**config.mk**
```make
export PLATFORM = sky130hd
export DESIGN_NAME = simd_fp_state_tracker
export DESIGN_NICKNAME = d
export VERILOG_FILES = /design/src/rtl/simd_fp_pkg.sv /design/src/rtl/simd_fp_ctrl.sv /design/src/rtl/simd_fp_datapath.sv /design/src/rtl/simd_fp_state_tracker.sv
export SDC_FILE = /design/constraint.sdc
export NUM_CORES = 1
export LEC_CHECK = 0
export CORE_ASPECT_RATIO = 1.2
export CORE_MARGIN = 3
export CORE_UTILIZATION = 63
export DETAILED_ROUTE_END_ITERATION = 10
export GPL_TIMING_DRIVEN = 0
export HOLD_SLACK_MARGIN = 0.08
export PLACE_DENSITY = 0.85
export SLEW_MARGIN = 20
export SYNTH_ARGS = -nofsm -noshare
export SYNTH_HDL_FRONTEND = slang
export SYNTH_HIERARCHICAL = 1
export SYNTH_SLANG_ARGS = --single-unit
```
**constraint.sdc**
```tcl
create_clock -name clk -period 19.1 [get_ports clk]
set_input_delay 5.73 -clock clk [delete_from_list [all_inputs] [get_ports clk]]
set_output_delay 5.73 -clock clk [all_outputs]
set_load 0.01 [all_outputs]
```
**src/rtl/simd_fp_pkg.sv**
```systemverilog
package simd_fp_pkg;
  parameter int NUM_REGS = 8;
  parameter int REG_W = 64;
  parameter int TAG_FW = 2;
  localparam int IDX_W = $clog2(NUM_REGS);
  localparam int HALF_W = REG_W / 2;
  localparam int TAG_W = NUM_REGS * TAG_FW;

  typedef enum logic [1:0] {
    CLS_OTHER = 2'd0,
    CLS_SIMD  = 2'd1,
    CLS_EMPTY = 2'd2,
    CLS_FP    = 2'd3
  } instClass_e;

  localparam logic [7:0] OP_LD32 = 8'h6E;
  localparam logic [7:0] OP_ST32 = 8'h7E;
  localparam logic [7:0] OP_LD64 = 8'h6F;
  localparam logic [7:0] OP_ST64 = 8'h7F;

  localparam logic [7:0] VEC_UD = 8'd6;
  localparam logic [7:0] VEC_NM = 8'd7;
  localparam logic [7:0] VEC_MF = 8'd16;

  typedef enum logic [1:0] {
    SRC_GPR32 = 2'd0,
    SRC_MEM64 = 2'd1,
    SRC_REG   = 2'd2
  } wrSrc_e;

  typedef struct packed {
    logic             wrEn;
    logic [IDX_W-1:0] wrIdx;
    wrSrc_e           wrSrc;
    logic [IDX_W-1:0] rdIdx;
    logic             rdEn;
    logic             rdLow;
    logic             tagAllValid;
    logic             tagAllEmpty;
  } dpStrobe_t;
endpackage

```
**src/rtl/simd_fp_ctrl.sv**
```systemverilog
module simd_fp_ctrl
  import simd_fp_pkg::*;
(
  input  logic             clk,
  input  logic             rst,
  input  logic             instValid,
  input  logic [1:0]       instClass,
  input  logic [7:0]       opByte,
  input  logic             lockPfx,
  input  logic             ctlEm,
  input  logic             ctlTs,
  input  logic             ctlNe,
  input  logic             fpExcPend,
  input  logic [IDX_W-1:0] regA,
  input  logic [IDX_W-1:0] regB,
  input  logic             bIsMem,
  output dpStrobe_t        strobe,
  output logic             commit,
  output logic             faultValid,
  output logic [7:0]       faultVector,
  output logic             ferr
);
  instClass_e cls;
  logic isSimd, isEmpty, isFp, simdLike;
  logic trapUd, trapNm, stall, trapMf, doCommit;

  always_comb begin
    cls      = instClass_e'(instClass);
    isSimd   = (cls == CLS_SIMD);
    isEmpty  = (cls == CLS_EMPTY);
    isFp     = (cls == CLS_FP);
    simdLike = isSimd | isEmpty;
    // priority: emulation/lock, then task switch, then pending FP error
    trapUd   = instValid & simdLike & (ctlEm | lockPfx);
    trapNm   = instValid & ~trapUd & (simdLike | isFp) & ctlTs;
    stall    = instValid & ~trapUd & ~trapNm & simdLike & fpExcPend;
    trapMf   = stall & ctlNe;
    doCommit = instValid & ~trapUd & ~trapNm & ~stall;
  end

  always_comb begin
    strobe = '0;
    strobe.wrSrc = SRC_GPR32;
    if (doCommit && isEmpty) strobe.tagAllEmpty = 1'b1;
    if (doCommit && isSimd) begin
      strobe.tagAllValid = 1'b1;
      case (opByte)
        OP_LD32: begin
          strobe.wrEn  = 1'b1;
          strobe.wrIdx = regA;
          strobe.wrSrc = SRC_GPR32;
        end
        OP_ST32: begin
          strobe.rdEn  = 1'b1;
          strobe.rdLow = 1'b1;
          strobe.rdIdx = regA;
        end
        OP_LD64: begin
          strobe.wrEn  = 1'b1;
          strobe.wrIdx = regA;
          strobe.rdIdx = regB;
          strobe.wrSrc = bIsMem ? SRC_MEM64 : SRC_REG;
        end
        OP_ST64: begin
          strobe.rdIdx = regA;
          if (bIsMem) begin
            strobe.rdEn = 1'b1;
          end else begin
            strobe.wrEn  = 1'b1;
            strobe.wrIdx = regB;
            strobe.wrSrc = SRC_REG;
          end
        end
        default: ;
      endcase
    end
  end

  always_ff @(posedge clk) begin
    if (rst) begin
      commit      <= 1'b0;
      faultValid  <= 1'b0;
      faultVector <= '0;
      ferr        <= 1'b0;
    end else begin
      commit     <= doCommit;
      faultValid <= trapUd | trapNm | trapMf;
      ferr       <= stall;
      if (trapUd)      faultVector <= VEC_UD;
      else if (trapNm) faultVector <= VEC_NM;
      else if (trapMf) faultVector <= VEC_MF;
      else             faultVector <= '0;
    end
  end

  a_r12_single_outcome: assert property (@(posedge clk) disable iff (rst)
    !(commit && faultValid));
  a_r12_quiet_idle: assert property (@(posedge clk) disable iff (rst)
    !instValid |=> (!commit && !faultValid && !ferr));
  a_r4_ud_wins: assert property (@(posedge clk) disable iff (rst)
    (instValid && (instClass == 2'd1 || instClass == 2'd2) && (ctlEm || lockPfx))
    |=> (faultValid && faultVector == 8'd6));
  a_r5_fp_ts: assert property (@(posedge clk) disable iff (rst)
    (instValid && instClass == 2'd3 && ctlTs) |=> (faultValid && faultVector == 8'd7));
  a_r6_mf_has_ferr: assert property (@(posedge clk) disable iff (rst)
    (faultValid && faultVector == 8'd16) |-> ferr);
endmodule

```
**src/rtl/simd_fp_datapath.sv**
```systemverilog
module simd_fp_datapath
  import simd_fp_pkg::*;
(
  input  logic              clk,
  input  logic              rst,
  input  dpStrobe_t         strobe,
  input  logic [HALF_W-1:0] gprIn,
  input  logic [REG_W-1:0]  memIn,
  output logic [TAG_W-1:0]  tagWord,
  output logic [REG_W-1:0]  dataOut,
  output logic              dataOutValid
);
  logic [REG_W-1:0] regFile [NUM_REGS];
  logic [REG_W-1:0] rdVal;
  logic [REG_W-1:0] wrData;

  always_comb begin
    rdVal = regFile[strobe.rdIdx];
    case (strobe.wrSrc)
      SRC_MEM64: wrData = memIn;
      SRC_REG:   wrData = rdVal;
      default:   wrData = {{HALF_W{1'b0}}, gprIn};
    endcase
  end

  for (genvar g = 0; g < NUM_REGS; g++) begin : g_reg
    always_ff @(posedge clk) begin
      if (rst) regFile[g] <= '0;
      else if (strobe.wrEn && strobe.wrIdx == IDX_W'(g)) regFile[g] <= wrData;
    end
  end

  always_ff @(posedge clk) begin
    if (rst)                     tagWord <= '1;
    else if (strobe.tagAllEmpty) tagWord <= '1;
    else if (strobe.tagAllValid) tagWord <= '0;
  end

  always_ff @(posedge clk) begin
    if (rst) begin
      dataOut      <= '0;
      dataOutValid <= 1'b0;
    end else begin
      dataOutValid <= strobe.rdEn;
      if (strobe.rdEn)
        dataOut <= strobe.rdLow ? {{HALF_W{1'b0}}, rdVal[HALF_W-1:0]} : rdVal;
    end
  end

  a_r7_upper_cleared: assert property (@(posedge clk) disable iff (rst)
    (strobe.wrEn && strobe.wrSrc == SRC_GPR32)
    |=> regFile[$past(strobe.wrIdx)][REG_W-1:HALF_W] == '0);
  a_r8_low_read_zext: assert property (@(posedge clk) disable iff (rst)
    (strobe.rdEn && strobe.rdLow) |=> dataOut[REG_W-1:HALF_W] == '0);
endmodule

```
**src/rtl/simd_fp_state_tracker.sv**
```systemverilog
module simd_fp_state_tracker
  import simd_fp_pkg::*;
(
  input  logic              clk,
  input  logic              rst,
  input  logic              instValid,
  input  logic [1:0]        instClass,
  input  logic [7:0]        opByte,
  input  logic              lockPfx,
  input  logic              ctlEm,
  input  logic              ctlTs,
  input  logic              ctlNe,
  input  logic              fpExcPend,
  input  logic [IDX_W-1:0]  regA,
  input  logic [IDX_W-1:0]  regB,
  input  logic              bIsMem,
  input  logic [HALF_W-1:0] gprIn,
  input  logic [REG_W-1:0]  memIn,
  output logic              commit,
  output logic              faultValid,
  output logic [7:0]        faultVector,
  output logic              ferr,
  output logic [TAG_W-1:0]  tagWord,
  output logic [REG_W-1:0]  dataOut,
  output logic              dataOutValid
);
  dpStrobe_t strobe;

  simd_fp_ctrl u_ctrl (
    .clk(clk), .rst(rst), .instValid(instValid), .instClass(instClass),
    .opByte(opByte), .lockPfx(lockPfx), .ctlEm(ctlEm), .ctlTs(ctlTs),
    .ctlNe(ctlNe), .fpExcPend(fpExcPend), .regA(regA), .regB(regB),
    .bIsMem(bIsMem), .strobe(strobe), .commit(commit),
    .faultValid(faultValid), .faultVector(faultVector), .ferr(ferr)
  );

  simd_fp_datapath u_dp (
    .clk(clk), .rst(rst), .strobe(strobe), .gprIn(gprIn), .memIn(memIn),
    .tagWord(tagWord), .dataOut(dataOut), .dataOutValid(dataOutValid)
  );

  a_r2_simd_tags_valid: assert property (@(posedge clk) disable iff (rst)
    (instValid && instClass == 2'd1 && !ctlEm && !lockPfx && !ctlTs && !fpExcPend)
    |=> (commit && tagWord == '0));
  a_r3_empty_tags: assert property (@(posedge clk) disable iff (rst)
    (instValid && instClass == 2'd2 && !ctlEm && !lockPfx && !ctlTs && !fpExcPend)
    |=> (commit && tagWord == '1));
  a_r4_fault_keeps_tags: assert property (@(posedge clk) disable iff (rst)
    faultValid |-> $stable(tagWord));
  a_r11_other_keeps_tags: assert property (@(posedge clk) disable iff (rst)
    (instValid && instClass == 2'd0) |=> (commit && $stable(tagWord)));
endmodule

```
# Word-level counts from Yosys, hierarchy flattened
# Memory sizes are Yosys's and may differ from the RTL's.
# Index checks and enable logic that the tools add are counted.
[word_totals]
latchBits = 0
out_inout_bits = 92
wordCells = 115
register_bits = 89
mem_bits_rw = 512
rom_bits = 0
in_bits = 121
n_memories = 1
[memory_table]
columns = ["name", "words", "word_bits", "rd", "rd_ports_with_merged_regs", "wr", "line_no", "source"]
rows = [
  ["u_dp.regFile", 8, 64, 1, 0, 8, "simd_fp_datapath.sv:13", "logic [REG_W-1:0] regFile [NUM_REGS];"],
]
[classes]
add_sub_neg = 0
n_lt_le_gt_ge = 0
n_eq_ne = 16
reduce_logical = 15
n_bitwise = 26
div = 0
n_mux = 48
multipliers = 0
shifts = 0
[ops]
columns = ["operator", "n"]
rows = [
  ["64-bit 2-to-1 mux", 9],
  ["64-bit case mux with 2 select lines", 1],
  ["8-bit by 7-bit == test with 1-bit output, second input constant", 4],
  ["1-bit 2-to-1 mux", 29],
  ["6-bit case mux with 3 select lines", 1],
  ["1-bit OR", 13],
  ["3-bit == test, second input constant", 4],
  ["12-bit 2-to-1 mux", 1],
  ["1-bit AND", 10],
  ["1-bit logical AND", 10],
  ["2-bit == test, second input constant", 3],
  ["3-bit by 2-bit == test with 1-bit output, second input constant", 2],
  ["3-bit 2-to-1 mux", 2],
  ["6-bit 2-to-1 mux", 1],
  ["3-bit case mux with 2 select lines", 1],
  ["2-bit OR reduction", 3],
  ["5-bit 2-to-1 mux", 1],
  ["2-bit by 1-bit == test with 1-bit output, second input constant", 2],
  ["3-bit by 1-bit == test with 1-bit output, second input constant", 1],
  ["3-bit zero test", 1],
  ["1-bit inverter", 3],
  ["3-bit OR reduction", 1],
  ["2-bit 2-to-1 mux", 1],
  ["1-bit case mux with 2 select lines", 1],
]

# Depth between registers and ports, before layout
[depth]
depth_word = 22
ltp_mapped = 15
mapped_depth_nobuf = 11

# Modules after synthesis
# Netlist, hierarchy kept.
[by_module_without_submodules]
columns = ["mod", "instances", "seq_area_each_um2", "cells_per_inst", "area_each_um2"]
rows = [
  ["simd_fp_datapath", 1, 16696.0, 2182, 27164.8],
  ["simd_fp_ctrl", 1, 120.1, 67, 546.8],
]

# Least setup slack after synthesis
# Ideal clock, no wire load.
[synth_timing]
path_kind = "input to register"
startpoint = "input port instClass[0]"
endpoint = "memory u_dp.regFile[3][0], enable pin"
n_path_buf = 2
setup_ps = 499
stages = 9
slack_ps = 8371
arrival_time_ps = 10230
required_ps = 18601
path_cell_list = "inv_1 > ha_1 > a21boi_2 > nand4_2 > buf_6 > nor3_1 > clkbuf_1 > nand2b_1 > o21bai_1"
[synth_rtl]
columns = ["item", "line_no", "source"]
rows = [
  ["start: declaration", "simd_fp_state_tracker.sv:7", "input logic [1:0] instClass,"],
  ["end: declaration", "simd_fp_datapath.sv:13", ""],
]

==> impl_metrics.csv <==
group,metric,value,unit
outcome,status,"finished clean",
synthesis,synth_edf_count,512,
clock_tree,clock-sinks,584,
sta,fmaxAchievable,0.100,GHz
global_routing,grt_pass1_wl,124000,um
worst_setup_path,crit_family,"simple AND/OR/NAND/NOR gates",
synthesis,synth_mux_area_frac,0.108,
route,dr.pass1.iters,7,
synthesis,yosys_warnings,6,
clock_tree,cts_tree,"built",
layout,fin_area,32700,sq um
place,gp_congestion,0.873,
die,die_h,236,um
worst_setup_path,worstPathRequired,19540,ps
run,maxCapViolCount,0,
die,die-area,46500,sq um
synthesis,synth_most_common_cell,"nor2_1",
route,routedWlPerCell,26.7,um
min_path,hold_path_startpoint,"u_dp/dataOut[46]",
worst_setup_path,crit_path_cell_trace,"clkdlybuf4s50_1 > inv_1 > ha_1 > a21boi_2 > nand4_2 > buf_6 > nor3_1 > nand3b_1 > nor3_1 > nand2b_1 > clkbuf_1 > nor2_1",
clock_tree,postCtsSetupBuffers,0,
clock_tree,cts-resized-gates,0,
layout,layout.nets,2659,
sta,min_period,9960,ps
synthesis,synth_top_area_cell,"edfxtp_1",
layout,insertedDiodeCount,0,
global_routing,track_usage,0.354,
synthesis,synth_seq_cells,584,
route,wl,83700,um
route,drt_iter0_drc,2719,
global_routing,grt_start_max_net_pins,44,
worst_setup_path,crit_slowest_cell,"nor3_1",
sta,finClkSkew,16.1,ps
place,dp_hpwl,53400,um
min_path,hold_class,"register to register",
layout,area_delta_synth_final,17.9,%
die,io_pins,213,
sta,finalMaxSlewViolations,0,
sta,final.setup.worst_slack,9140,ps
synthesis,ys.flop_type,"edfxtp_1",
worst_setup_path,crit_path_start,"instClass[0]",
synthesis,syn_avg_cell_area,12.3,sq um
synthesis,netlist_instances,2249,
synthesis,ys_top_cells_by_count,"nor2_1, edfxtp_1, nand2_1",
synthesis,synth_compound_area_frac,0.106,
synthesis,synth_fa_ha_area_frac,0.00226,
global_routing,grt_remaining_overflow,0,
global_routing,grt_pass1_vias,21300,
synthesis,netlist_area,27700,sq um
synthesis,synthSimpleGateAreaFrac,0.142,
synthesis,synth_cell_type_count,48,
clock_tree,clk_path_buf_depth,3,
route,drc,0,
worst_setup_path,path_common_cell,"nor3_1",
worst_setup_path,critical_path.endpoint_type,"register",
sta,maxSlewHeadroom,0.128,
clock_tree,cts-htree-levels,2,
synthesis,synth.top_cell.area_share,0.555,
sta,setup_viol,0,
sta,rsz0062_at_grt,"false",
synthesis,synth_top_family_by_area,"simple AND/OR/NAND/NOR gates",
worst_setup_path,critPathBufInv,4,
worst_setup_path,arrival,10390,ps
place,io_buffers,208,
clock_tree,clockRootBuffer,"clkbuf_16",
sta,tns,0,ps
sta,hold_viol,0,
die,start_util,0.643,
worst_setup_path,critical-path-max-stage-delay,1090,ps
worst_setup_path,startpoint_type,"input pin",
power,power_density,80.9,nW/um^2
power,vdd_drop_max,0.0722,mV
clock_tree,numCtsBuffers,56,
synthesis,ys_seq_area_frac,0.607,
synthesis,synth_xor_area_frac,0,
worst_setup_path,crit_type,"input pin to register",
place,post_dp_cell_area,30900,sq um
sta,post-route-period-util,0.521,
power,total_leakage_power,0.0111,uW
place,dp_slack,8950,ps
die,fp.coreArea,43100,sq um
clock_tree,holdBufCountCts,0,
layout,nFillCells,2571,
worst_setup_path,r2r_setup_slack,17210,ps
die,die_x,197,um
route,vias,20800,
global_routing,antenna_found_initial,1,
route,avgViaCountPerCell,6.63,
layout,drive_gt1_frac,0.131,
sta,tightest_slew,1300,ps
route,postRouteAntennaNets,0,
synthesis,postSynth.asyncResetShare,0,
synthesis,synthTopCellsByArea,"edfxtp_1, nor2_1, mux2i_1",
die,rows,83,
clock_tree,clk_pin_slew,60,ps
clock_tree,clk-insertion-delay-late,620,ps
worst_setup_path,reg2reg_from,"u_dp/regFile[4][53]",
worst_setup_path,critPathMaxFanout,10,
[where the power goes]
part	leakage, uW	switching [uW]	internal [uW]
Sequential	0.00555	17.1	1430
Clock	0.000835	469	590
Combinational	0.00471	76.9	55.2
Total	0.0111	563	2080
[routing by layer]
layer	wire length, um	vias up	global-route usage
li1	-	8674	-
met1	26200	9907	0.409
met2	42000	1729	0.609
met3	10400	445	0.0810
met4	5150	2	0.199
met5	12	-	0
[logic make-up (layout without fill, tap and decap cells)]
group                      Yosys count  in the layout
AOI/OAI and AO/OA                  281            281
adders and majority gates            5              5
buffers and inverters              185            514
DFF                                584            584
muxes                              230            230
other                                1              4
and+or+nand+nor                    963            963
[placed cells by master, fill, tap and decap left out, types with 8 or more instances in the layout]
| cell | instances |
|---|---|
| mux2i_1 | 152 |
| buf_16 | 9 |
| clkdlybuf4s50_1 | 208 |
| o21ai_1 | 32 |
| a221oi_4 | 31 |
| a32o_1 | 26 |
| a21oi_1 | 66 |
| a22oi_4 | 26 |
| nand2_1 | 314 |
| nand2b_1 | 41 |
| clkbuf_16 | 57 |
| clkbuf_1 | 114 |
| a22oi_1 | 72 |
| nor2b_1 | 9 |
| mux2_2 | 26 |
| mux4_2 | 52 |
| buf_4 | 27 |
| inv_1 | 8 |
| nand3_1 | 41 |
| edfxtp_1 | 512 |
| buf_12 | 9 |
| nor2_1 | 523 |
| buf_6 | 12 |
| buf_2 | 46 |
| dfxtp_1 | 72 |
[final cells by class]
cell class,count,area [sq um],area share
sequential,584,16800,0.515
multi-input combinational,1483,9980,0.306
timing repair buffer,223,2450,0.0750
clock buffer,92,1620,0.0495
buffer,175,966,0.0296
tap,552,691,0.0211
clock inverter,14,100,0.00306
inverter,10,37.5,0.00115
[stage by stage]
| stage | instances | utilization | hold WS [ps] | total power [uW] |
|---|---|---|---|---|
| 6_report | 3133 | 0.758 | 467 | 2640 |
| 5_1_grt | 3133 | 0.758 | 477 | 2710 |
| 4_1_cts | 3133 | 0.758 | 470 | 2650 |
| 3_5_place_dp | 3027 | 0.718 | 454 | 1600 |
| 3_3_place_gp | 3012 | 0.708 | 447 | 1590 |
| 2_1_floorplan | 2252 | - | 485 | 1530 |
[sequential cells by signal (all words and copies together) (netlist names)]
name,flops
u_ctrl/commit,1
u_ctrl/faultValid,1
u_ctrl/faultVector,3
u_ctrl/ferr,1
u_dp/dataOut,64
u_dp/dataOutValid,1
u_dp/regFile,512
u_dp/tagWord,1
[final timing paths]
kind / endpoint / cells after the start
worst min register to register: u_dp/dataOut[46] / 1
worst max-delay path: u_dp/regFile[2][43] / 12
worst max register to register: u_dp/regFile[7][53] / 4
worst min-delay path: u_dp/dataOut[46] / 1
[worst register-to-register path, delay by kind of cell, from the launching register on]
kind               cells  cell delay [ps]
AOI/OAI and AO/OA      1              260
and+or+nand+nor        1              100
muxes                  2              830
DFF                    1              420
(Power assumes the default switching activity.)
